$ cat src/rtl/rxr_pkg.sv
`timescale 1ns/1ps
package rxr_pkg;
    typedef enum logic [2:0] {
        S_IDLE  = 3'd0,
        S_FETCH = 3'd1,
        S_CHECK = 3'd2,
        S_DATA  = 3'd3,
        S_FLUSH = 3'd4,
        S_WB1   = 3'd5,
        S_WB0   = 3'd6,
        S_DROP  = 3'd7
    } rxr_st_e;

    localparam int LEN_W   = 14;
    localparam int SOF_BIT = 14;
    localparam int EOF_BIT = 15;
    localparam int ERR_BIT = 16;
endpackage

$ cat src/rtl/rxr_fcs_hold.sv
`timescale 1ns/1ps
// Holding line that delays stored bytes by the FCS length when stripping.
module rxr_fcs_hold #(
    parameter int FCS_BYTES = 4
) (
    input  logic       clk,
    input  logic       rst_n,
    input  logic       clear,
    input  logic       push,
    input  logic       strip,
    input  logic [7:0] din,
    output logic       will_emit,
    output logic [7:0] dout
);
    localparam int LW = 8 * FCS_BYTES;
    localparam int FW = $clog2(FCS_BYTES + 1);

    typedef struct packed {
        logic [LW-1:0] line;
        logic [FW-1:0] fill;
    } hold_t;

    hold_t h_d, h_q;

    always_comb begin
        h_d       = h_q;
        will_emit = !strip || (h_q.fill == FW'(FCS_BYTES));
        dout      = strip ? h_q.line[7:0] : din;
        if (clear) begin
            h_d.fill = '0;
        end else if (push && strip) begin
            h_d.line = {din, h_q.line[LW-1:8]};
            if (h_q.fill != FW'(FCS_BYTES))
                h_d.fill = h_q.fill + FW'(1);
        end
    end

    always_ff @(posedge clk or negedge rst_n) begin
        if (!rst_n) h_q <= '0;
        else        h_q <= h_d;
    end
endmodule

$ cat src/rtl/rxr_ring_next.sv
`timescale 1ns/1ps
// Next descriptor position: back to base after a wrap marker, else one stride on.
module rxr_ring_next #(
    parameter int AW     = 32,
    parameter int STRIDE = 8
) (
    input  logic [AW-1:0] cur,
    input  logic [AW-1:0] base,
    input  logic          wrap,
    output logic [AW-1:0] nxt
);
    always_comb nxt = wrap ? base : cur + AW'(STRIDE);
endmodule

$ cat src/rtl/rx_desc_ring.sv
`timescale 1ns/1ps
module rx_desc_ring
    import rxr_pkg::*;
#(
    parameter int BUF_UNITS = 8'h18,
    parameter int FCS_BYTES = 4
) (
    input  logic        clk,
    input  logic        rst_n,
    input  logic        cfg_rx_en,
    input  logic        cfg_fcs_strip,
    input  logic [31:0] cfg_ring_base,
    input  logic        in_valid,
    output logic        in_rdy,
    input  logic [7:0]  in_data,
    input  logic        in_sof,
    input  logic        in_eof,
    input  logic        in_err,
    output logic        mem_req,
    output logic        mem_we,
    output logic [31:0] mem_addr,
    output logic [31:0] mem_wdata,
    input  logic [31:0] mem_rdata,
    output logic        ovr_pulse
);
    localparam int BUF_BYTES = BUF_UNITS * 64;
    localparam int CW        = $clog2(BUF_BYTES + 1);

    typedef struct packed {
        rxr_st_e          st;
        logic [31:0]      ptr;
        logic [31:0]      desc;
        logic [CW-1:0]    cnt;
        logic [LEN_W-1:0] tot;
        logic [31:0]      word;
        logic             first;
        logic             done;
        logic             err;
        logic             ovr;
    } regs_t;

    regs_t       r_d, r_q;
    rxr_st_e     st_q;
    logic        push, will_emit, full;
    logic [7:0]  hold_byte;
    logic [31:0] ring_nxt, buf_base, word_off, merged, w1;

    rxr_fcs_hold #(.FCS_BYTES(FCS_BYTES)) u_hold (
        .clk      (clk),
        .rst_n    (rst_n),
        .clear    (r_q.st == S_IDLE),
        .push     (push),
        .strip    (cfg_fcs_strip),
        .din      (in_data),
        .will_emit(will_emit),
        .dout     (hold_byte)
    );

    rxr_ring_next #(.AW(32), .STRIDE(8)) u_next (
        .cur (r_q.ptr),
        .base(cfg_ring_base),
        .wrap(r_q.desc[1]),
        .nxt (ring_nxt)
    );

    always_comb begin
        r_d       = r_q;
        r_d.ovr   = 1'b0;
        mem_req   = 1'b0;
        mem_we    = 1'b0;
        mem_addr  = r_q.ptr;
        mem_wdata = '0;
        in_rdy    = 1'b0;
        push      = 1'b0;
        full      = (r_q.cnt == CW'(BUF_BYTES));
        buf_base  = {r_q.desc[31:2], 2'b00};
        word_off  = {{(32-CW){1'b0}}, r_q.cnt[CW-1:2], 2'b00};
        merged    = r_q.word | ({24'b0, hold_byte} << {r_q.cnt[1:0], 3'b000});
        w1        = '0;
        w1[LEN_W-1:0] = r_q.done ? r_q.tot : '0;
        w1[SOF_BIT]   = r_q.first;
        w1[EOF_BIT]   = r_q.done;
        w1[ERR_BIT]   = r_q.done && r_q.err;

        case (r_q.st)
            S_IDLE: begin
                in_rdy = !(cfg_rx_en && in_sof);
                if (!cfg_rx_en) r_d.ptr = cfg_ring_base;
                if (in_valid) begin
                    if (cfg_rx_en && in_sof) begin
                        r_d.st    = S_FETCH;
                        r_d.first = 1'b1;
                        r_d.tot   = '0;
                        r_d.done  = 1'b0;
                        r_d.err   = 1'b0;
                    end else if (in_sof && !in_eof) begin
                        r_d.st = S_DROP;
                    end
                end
            end
            S_FETCH: begin
                mem_req = 1'b1;
                r_d.st  = S_CHECK;
            end
            S_CHECK: begin
                if (mem_rdata[0]) begin
                    r_d.ovr = 1'b1;
                    r_d.st  = S_DROP;
                end else begin
                    r_d.desc = mem_rdata;
                    r_d.cnt  = '0;
                    r_d.word = '0;
                    r_d.st   = S_DATA;
                end
            end
            S_DATA: begin
                in_rdy = !(full && will_emit);
                push   = in_valid && in_rdy;
                if (push) begin
                    if (will_emit) begin
                        r_d.cnt  = r_q.cnt + CW'(1);
                        r_d.tot  = r_q.tot + LEN_W'(1);
                        r_d.word = merged;
                        if (r_q.cnt[1:0] == 2'd3) begin
                            mem_req   = 1'b1;
                            mem_we    = 1'b1;
                            mem_addr  = buf_base + word_off;
                            mem_wdata = merged;
                            r_d.word  = '0;
                        end
                    end
                    if (in_eof) begin
                        r_d.done = 1'b1;
                        r_d.err  = in_err;
                        r_d.st   = (r_d.cnt[1:0] != 2'd0) ? S_FLUSH : S_WB1;
                    end
                end else if (in_valid) begin
                    r_d.st = S_WB1;
                end
            end
            S_FLUSH: begin
                mem_req   = 1'b1;
                mem_we    = 1'b1;
                mem_addr  = buf_base + word_off;
                mem_wdata = r_q.word;
                r_d.word  = '0;
                r_d.st    = S_WB1;
            end
            S_WB1: begin
                mem_req   = 1'b1;
                mem_we    = 1'b1;
                mem_addr  = r_q.ptr + 32'd4;
                mem_wdata = w1;
                r_d.st    = S_WB0;
            end
            S_WB0: begin
                mem_req   = 1'b1;
                mem_we    = 1'b1;
                mem_wdata = r_q.desc | 32'd1;
                r_d.ptr   = ring_nxt;
                r_d.first = 1'b0;
                r_d.cnt   = '0;
                r_d.st    = r_q.done ? S_IDLE : S_FETCH;
            end
            S_DROP: begin
                in_rdy = 1'b1;
                if (in_valid && in_eof) r_d.st = S_IDLE;
            end
            default: r_d.st = S_IDLE;
        endcase
    end

    always_ff @(posedge clk or negedge rst_n) begin
        if (!rst_n) r_q <= '0;
        else        r_q <= r_d;
    end

    assign ovr_pulse = r_q.ovr;
    assign st_q      = r_q.st;
endmodule

$ cat config.mk
export PLATFORM = sky130hd
export DESIGN_NAME = rx_desc_ring
export DESIGN_NICKNAME = d
export VERILOG_FILES = /design/src/rtl/rxr_pkg.sv /design/src/rtl/rxr_fcs_hold.sv /design/src/rtl/rxr_ring_next.sv /design/src/rtl/rx_desc_ring.sv
export SDC_FILE = /design/constraint.sdc
export NUM_CORES = 1
export LEC_CHECK = 0
export BUFFER_PORTS_ARGS = -buffer_cell sky130_fd_sc_hd__buf_2
export CAP_MARGIN = 20
export CELL_PAD_IN_SITES_DETAIL_PLACEMENT = 1
export CELL_PAD_IN_SITES_GLOBAL_PLACEMENT = 1
export CORE_MARGIN = 1
export CORE_UTILIZATION = 41
export CTS_BUF_LIST = sky130_fd_sc_hd__clkbuf_2 sky130_fd_sc_hd__clkbuf_4 sky130_fd_sc_hd__clkbuf_8
export DETAILED_ROUTE_END_ITERATION = 6
export GPL_TIMING_DRIVEN = 0
export PLACE_DENSITY_LB_ADDON = 0.25
export SETUP_SLACK_MARGIN = 0.5
export SKIP_CTS_REPAIR_TIMING = 1
export SYNTH_ARGS = -nofsm -noshare
export SYNTH_HDL_FRONTEND = slang
export SYNTH_SLANG_ARGS = --single-unit
$ cat constraint.sdc
create_clock -name clk -period 2.8 [get_ports clk]
set_input_delay 0.7 -clock clk [delete_from_list [all_inputs] [get_ports clk]]
set_output_delay 0.7 -clock clk [all_outputs]
set_load 0.03 [all_outputs]
# Yosys cells after proc, flatten, opt, wreduce, memory -nomap -nowiden
# Cells that the tools add are included.
dict set report word_totals {
  reg_bits 162
  inputBits 80
}
dict set report op_classes {
  add_sub_neg 6
  n_bitwise 3
  shift 1
  n_reduce_logical 33
  eq_ne 22
  mux 54
}
# cell n
set op_table {}
lappend op_table {{two-way mux 32 bit} 10}
lappend op_table {{two-way mux 57 bit} 4}
lappend op_table {{one-hot mux 32 bit (3 select lines)} 2}
lappend op_table {{one-hot mux 32 bit (4 select lines)} 1}
lappend op_table {{one-hot mux 32 bit (2 select lines)} 1}
lappend op_table {{two-way mux 14 bit} 3}
lappend op_table {{two-way mux 3 bit} 13}
lappend op_table {{one-hot mux 11 bit (3 select lines)} 1}
lappend op_table {{adder 32 x 11 -> 32 bit} 1}
lappend op_table {{adder 32 x 3 -> 32 bit (second input constant)} 1}
lappend op_table {{adder 32 x 4 -> 32 bit (second input constant)} 1}
lappend op_table {{bitwise OR 32 bit} 1}
lappend op_table {{left shift 8 x 5 -> 32 bit} 1}
lappend op_table {{one-hot mux 14 bit (2 select lines)} 1}
lappend op_table {{one-hot mux 3 bit (8 select lines)} 1}
lappend op_table {{inequality test 2 bit (second input constant)} 8}
lappend op_table {{== test 3 bit (second input constant)} 5}
lappend op_table {{AND reduction 5 bit} 3}
lappend op_table {{adder 14 x 1 -> 14 bit (second input constant)} 1}
lappend op_table {{inequality test 3 bit (second input constant)} 4}
lappend op_table {{adder 11 x 1 -> 11 bit (second input constant)} 1}
lappend op_table {{== test 11 bit (second input constant)} 1}
lappend op_table {{two-way mux 11 bit} 1}
lappend op_table {{nonzero test 2 bit} 5}
lappend op_table {{21 further kinds} 48}

# Logic depth before layout (Yosys ltp)
dict set report depth {
  word_depth 12
  depth_mapped 10
  depth_no_buf 9
}

# Cells and area by module
# A second synthesis with hierarchy kept.
dict set report hier_totals {
  hier_cells 1246
  area_unflattened_um2 10583.9
}
# mod seq_area_each_um2 cells_per_inst area_each_um2 instances
set modules_own_cells {}
lappend modules_own_cells {rx_desc_ring 3178.0 985 8010.2 1}
lappend modules_own_cells {rxr_fcs_hold 875.8 97 1609.0 1}
lappend modules_own_cells {rxr_ring_next 0.0 164 964.7 1}

# Worst setup path before layout
# Ideal clock, no wire load.
dict set report synth_timing {
  path_kind {register to output}
  from {register r_q[50] (netlist bit)}
  to {output port mem_addr[7]}
  required_time_ps 2100
  setup_slack_ps -780
  stages_incl_launch_ff 8
  n_path_buf 1
  arrival_ps 2880
  cell_sequence {dfrtp_1 > clkbuf_1 > inv_1 > ha_1 > and4b_1 > a311oi_4 > a31oi_2 > o311ai_0}
}
dict set report synth_between {
  elab_chain_len 6
  elab_cells_between_ends 9
}
# element line_no
set synth_lines {}
lappend synth_lines {{from (decl)} rx_desc_ring.sv:42} ;# regs_t r_d, r_q;
lappend synth_lines {{from (signal assigned)} rx_desc_ring.sv:175} ;# else r_q <= r_d;
lappend synth_lines {{== test 11 bit} rx_desc_ring.sv:75} ;# full = (r_q.cnt == CW'(BUF_BYTES));
lappend synth_lines {{logical AND 1 bit} rx_desc_ring.sv:117} ;# in_rdy = !(full && will_emit);
lappend synth_lines {{zero test 1 bit} rx_desc_ring.sv:117}
lappend synth_lines {{logical AND 1 bit} rx_desc_ring.sv:118} ;# push = in_valid && in_rdy;
lappend synth_lines {{two-way mux 32 bit (*)} rx_desc_ring.sv:119} ;# if (push) begin
lappend synth_lines {{one-hot mux 32 bit (3 select lines) (*)} rx_desc_ring.sv:85} ;# case (r_q.st)
lappend synth_lines {{to (decl)} rx_desc_ring.sv:21} ;# output logic [31:0] mem_addr,
# Mark *: on every way between the ends. The rest lies on a longest branch, timed or not.

# Worst setup path after layout
dict set report layout_timing {
  from {register r_q[96] (netlist bit)}
  to {output port mem_addr[25]}
}
dict set report layout_between {
  elab_chain_len 2
}
# element line_no
set layout_lines {}
lappend layout_lines {{adder 32 x 3 -> 32 bit} rx_desc_ring.sv:152} ;# mem_addr = r_q.ptr + 32'd4;
lappend layout_lines {{one-hot mux 32 bit (3 select lines)} rx_desc_ring.sv:85}
# No other way between the ends.

==> run_results.csv <==
group,metric,value,unit
routing,detail_route.iter0.violations,1239,
routing,routed_wirelength,46600,um
grt,wire_length_of_the_first_global_routing_pass,61200,um
sta,clock-skew-final,19.4,ps
clock_tree,root_buffer,"clkbuf_8",
layout,layout_utilization,0.607,
layout,area_growth_syn_to_layout,43.7,%
routing,viasPerCell,6.48,
sta,rsz0062_at_grt,"yes",
clock_tree,cts_buffer_depth,2,
critical_path,end_kind,"primary output",
min_path,hold_path.class,"in -> async",
grt,global_route.overflow_total,0,
layout,post_route_cells_drive_above_1_share,0.414,
grt,grt_max_degree,93,
power_and_ir_drop,static-leakage-power,0.00612,uW
power_and_ir_drop,power.ir.vdd_worst,651,uV
power_and_ir_drop,switching_power_as_a_share_of_total_power,0.517,
power_and_ir_drop,internal-power,7660,uW
yosys,synth_edf_count,0,
yosys,ys.flop_type,"dfrtp_1",
critical_path,critical_path_source_type,"register",
power_and_ir_drop,power.share.clock,0.125,
sta,report.final.hold_viol_count,0,
power_and_ir_drop,pwr_density_cell,1100,mW/mm^2
sta,final_min_period_over_clock_period,1.35,
floorplan,die_area,0.0251,sq mm
routing,drt_pre_antenna_iters,7,
layout,mostFrequentLayoutCell,"dfrtp_1",
yosys,synth.net_count,1240,
yosys,largest_cells_by_area_after_synthesis,"dfrtp_1 40%, mux2_2 8.0%, o21ai_0 5.3%, a21oi_1 5.0%, nor2_1 4.3%",
sta,max-slew-margin-rel,0.529,
sta,timing_worst_slew_pin_value,706,ps
critical_path,worst-endpoint-arrival,3070,ps
clock_tree,path_clk_slew,120,ps
power_and_ir_drop,power.switching,8200,uW
place,number_of_buffers_added_on_ports,147,
place,place.gp.congestion,0.964,
floorplan,initial_cell_density_of_the_core,0.422,
clock_tree,tritoncts_clock_tree,"built",
layout,fin_nets,1487,
floorplan,floorplan.die.width,158,um
yosys,synthDistinctLibCells,70,
power_and_ir_drop,part_of_the_power_in_registers,0.273,
yosys,syn_area,0.0100,sq mm
yosys,number_of_synthesis_warnings,0,
clock_tree,cts_made_buffers,17,
sta,setup_violations,67,
clock_tree,cts-htree-levels,4,
job,drv.max_cap_violation_count,0,
yosys,seq_area_frac_synth,0.404,
grt,grt_antenna_before_repair,0,
yosys,synth_area_per_cell,8.77,sq um
grt,grt_usage,0.325,
floorplan,floorplan.core_area,0.0238,sq mm
yosys,yosys_register_bits,162,
critical_path,worstSetupPathType,"reg -> out",
floorplan,design.portCount,148,
critical_path,highest_net_fanout_along_the_worst_path,6,
critical_path,worstPathRequired,2100,ps
sta,worst_slack,-975,ps
outcome,violations,"design-rule violations, negative setup slack",
place,post-dp-hpwl,29100,um
clock_tree,cts.sinks,162,
yosys,ys_async_sr_fraction,1.00,
clock_tree,clk_lat_worst_skew,510,ps
place,post-place-ws,-781,ps
sta,fmax,0.265,GHz
yosys,netlist.area_leader.share,0.404,
grt,first_global_vias,10471,
sta,setup_tns,-54140,ps
yosys,synth.largest_area_cell,"dfrtp_1",
yosys,post_synthesis_cells,1143,
routing,route.detailed.drc,1,
routing,route.antenna.remaining_nets,0,
sta,report.final.slew_viol_count,0,
routing,route.detailed.wl_per_inst,27.1,um
floorplan,height_of_the_chip,158,um
power_and_ir_drop,power.share.combinational,0.602,
routing,vias,11163,
layout,antenna_cells,0,
layout,layout_common_cells,"143 x dfrtp_1, 108 x nand2_1, 102 x buf_2",
outcome,result_of_the_run,"complete, but fails checks",
floorplan,std_cell_rows,56,
sta,min_period,3770,ps
critical_path,r2r_cells,12,
layout,layout.filler_cells,2605,
metal layers:
layer  global-route usage  wire (um)  vias to the layer above
li1                     -          -                     4717
met1                0.425      18200                     5628
met2                0.537      22500                      630
met3               0.0569       3500                      188
met4                0.116       2420                        0
met5                    0          0                        -
synth_stat cells (22+ instances only):
cell,instances
mux2_2,71
a222oi_1,23
clkbuf_1,48
nand2_1,112
and3_1,23
a21oi_1,101
inv_1,29
dfrtp_1,162
nand4_1,22
buf_2,22
o21ai_0,106
nor2_1,115
nor3_1,23
nand3_1,45
xnor2_1,22
final timing paths:
kind | startpoint | endpoint | slack, ps
max in group asynchronous | rst_n | buf_base[8] | 1680
worst max register to register | r_q[51] | r_q[59] | 220
worst min register to register | u_hold.h_q[15] | u_hold.h_q[7] | 510
worst max-delay path | r_q[96] | mem_addr[25] | -970
worst min-delay path | rst_n | r_q[93] | 180
min in group clk | cfg_ring_base[16] | r_q[109] | 400
metrics by stage:
| step | instances | hold WS [ps] | power, uW | cell area (sq um) |
|---|---|---|---|---|
| after floorplan | 1143 | 404 | 9110 | 10800 |
| after global placement | 1609 | 475 | 11300 | 12000 |
| after detailed placement | 1610 | 488 | 11600 | 12000 |
| after CTS | 1642 | 196 | 13500 | 12400 |
| after global routing | 1722 | 224 | 16500 | 14400 |
| final | 1722 | 182 | 15900 | 14400 |
final cells by class:
type	count	area, sq um	share of cell area
plain buffers	71	564	0.0391
clock buffers	17	234	0.0162
inverters	29	119	0.00825
flip-flops and latches	162	4080	0.283
well taps	319	399	0.0277
repair buffers	227	1870	0.130
multi-input cells	882	6950	0.482
clock inverters	15	201	0.0140
logic make-up (layout without fill, tap and decap cells):
logic type                 Yosys count  after routing  share of synthesized area
adders and majority gates           17             17                     0.0220
and+or+nand+nor                    409            410                      0.198
xor gates and xnor gates            35             35                     0.0306
DFF                                162            162                      0.404
AOI/OAI and AO/OA                  345            345                      0.221
buffers and inverters              100            359                     0.0403
muxes                               75             75                     0.0837
critical path, cell delays in order (launching register included):
cell and delay [ps]:
dfrtp_2 460, ha_4 150, buf_8 100, nand4_1 220, nor3b_4 440, buf_4 190
nand2_2 90, o21ai_0 360, and3_1 280, o22ai_4 90, clkbuf_4 190
power groups by stage:
stage          registers, uW  logic, uW  clock network (uW)
2_1_floorplan           3770       5340                   0
3_3_place_gp            4140       7160                   0
3_5_place_dp            4200       7360                   0
4_1_cts                 4160       7390                1960
5_1_grt                 4390      10000                2070
6_report                4330       9540                1990
flip-flops by register name (all words and copies together) (netlist names):
name / flops
buf_base: 30
ovr_pulse: 1
st_q: 3
u_hold.h_q: 35
r_q: 93
No activity file was read; power rests on OpenSTA's default activity.
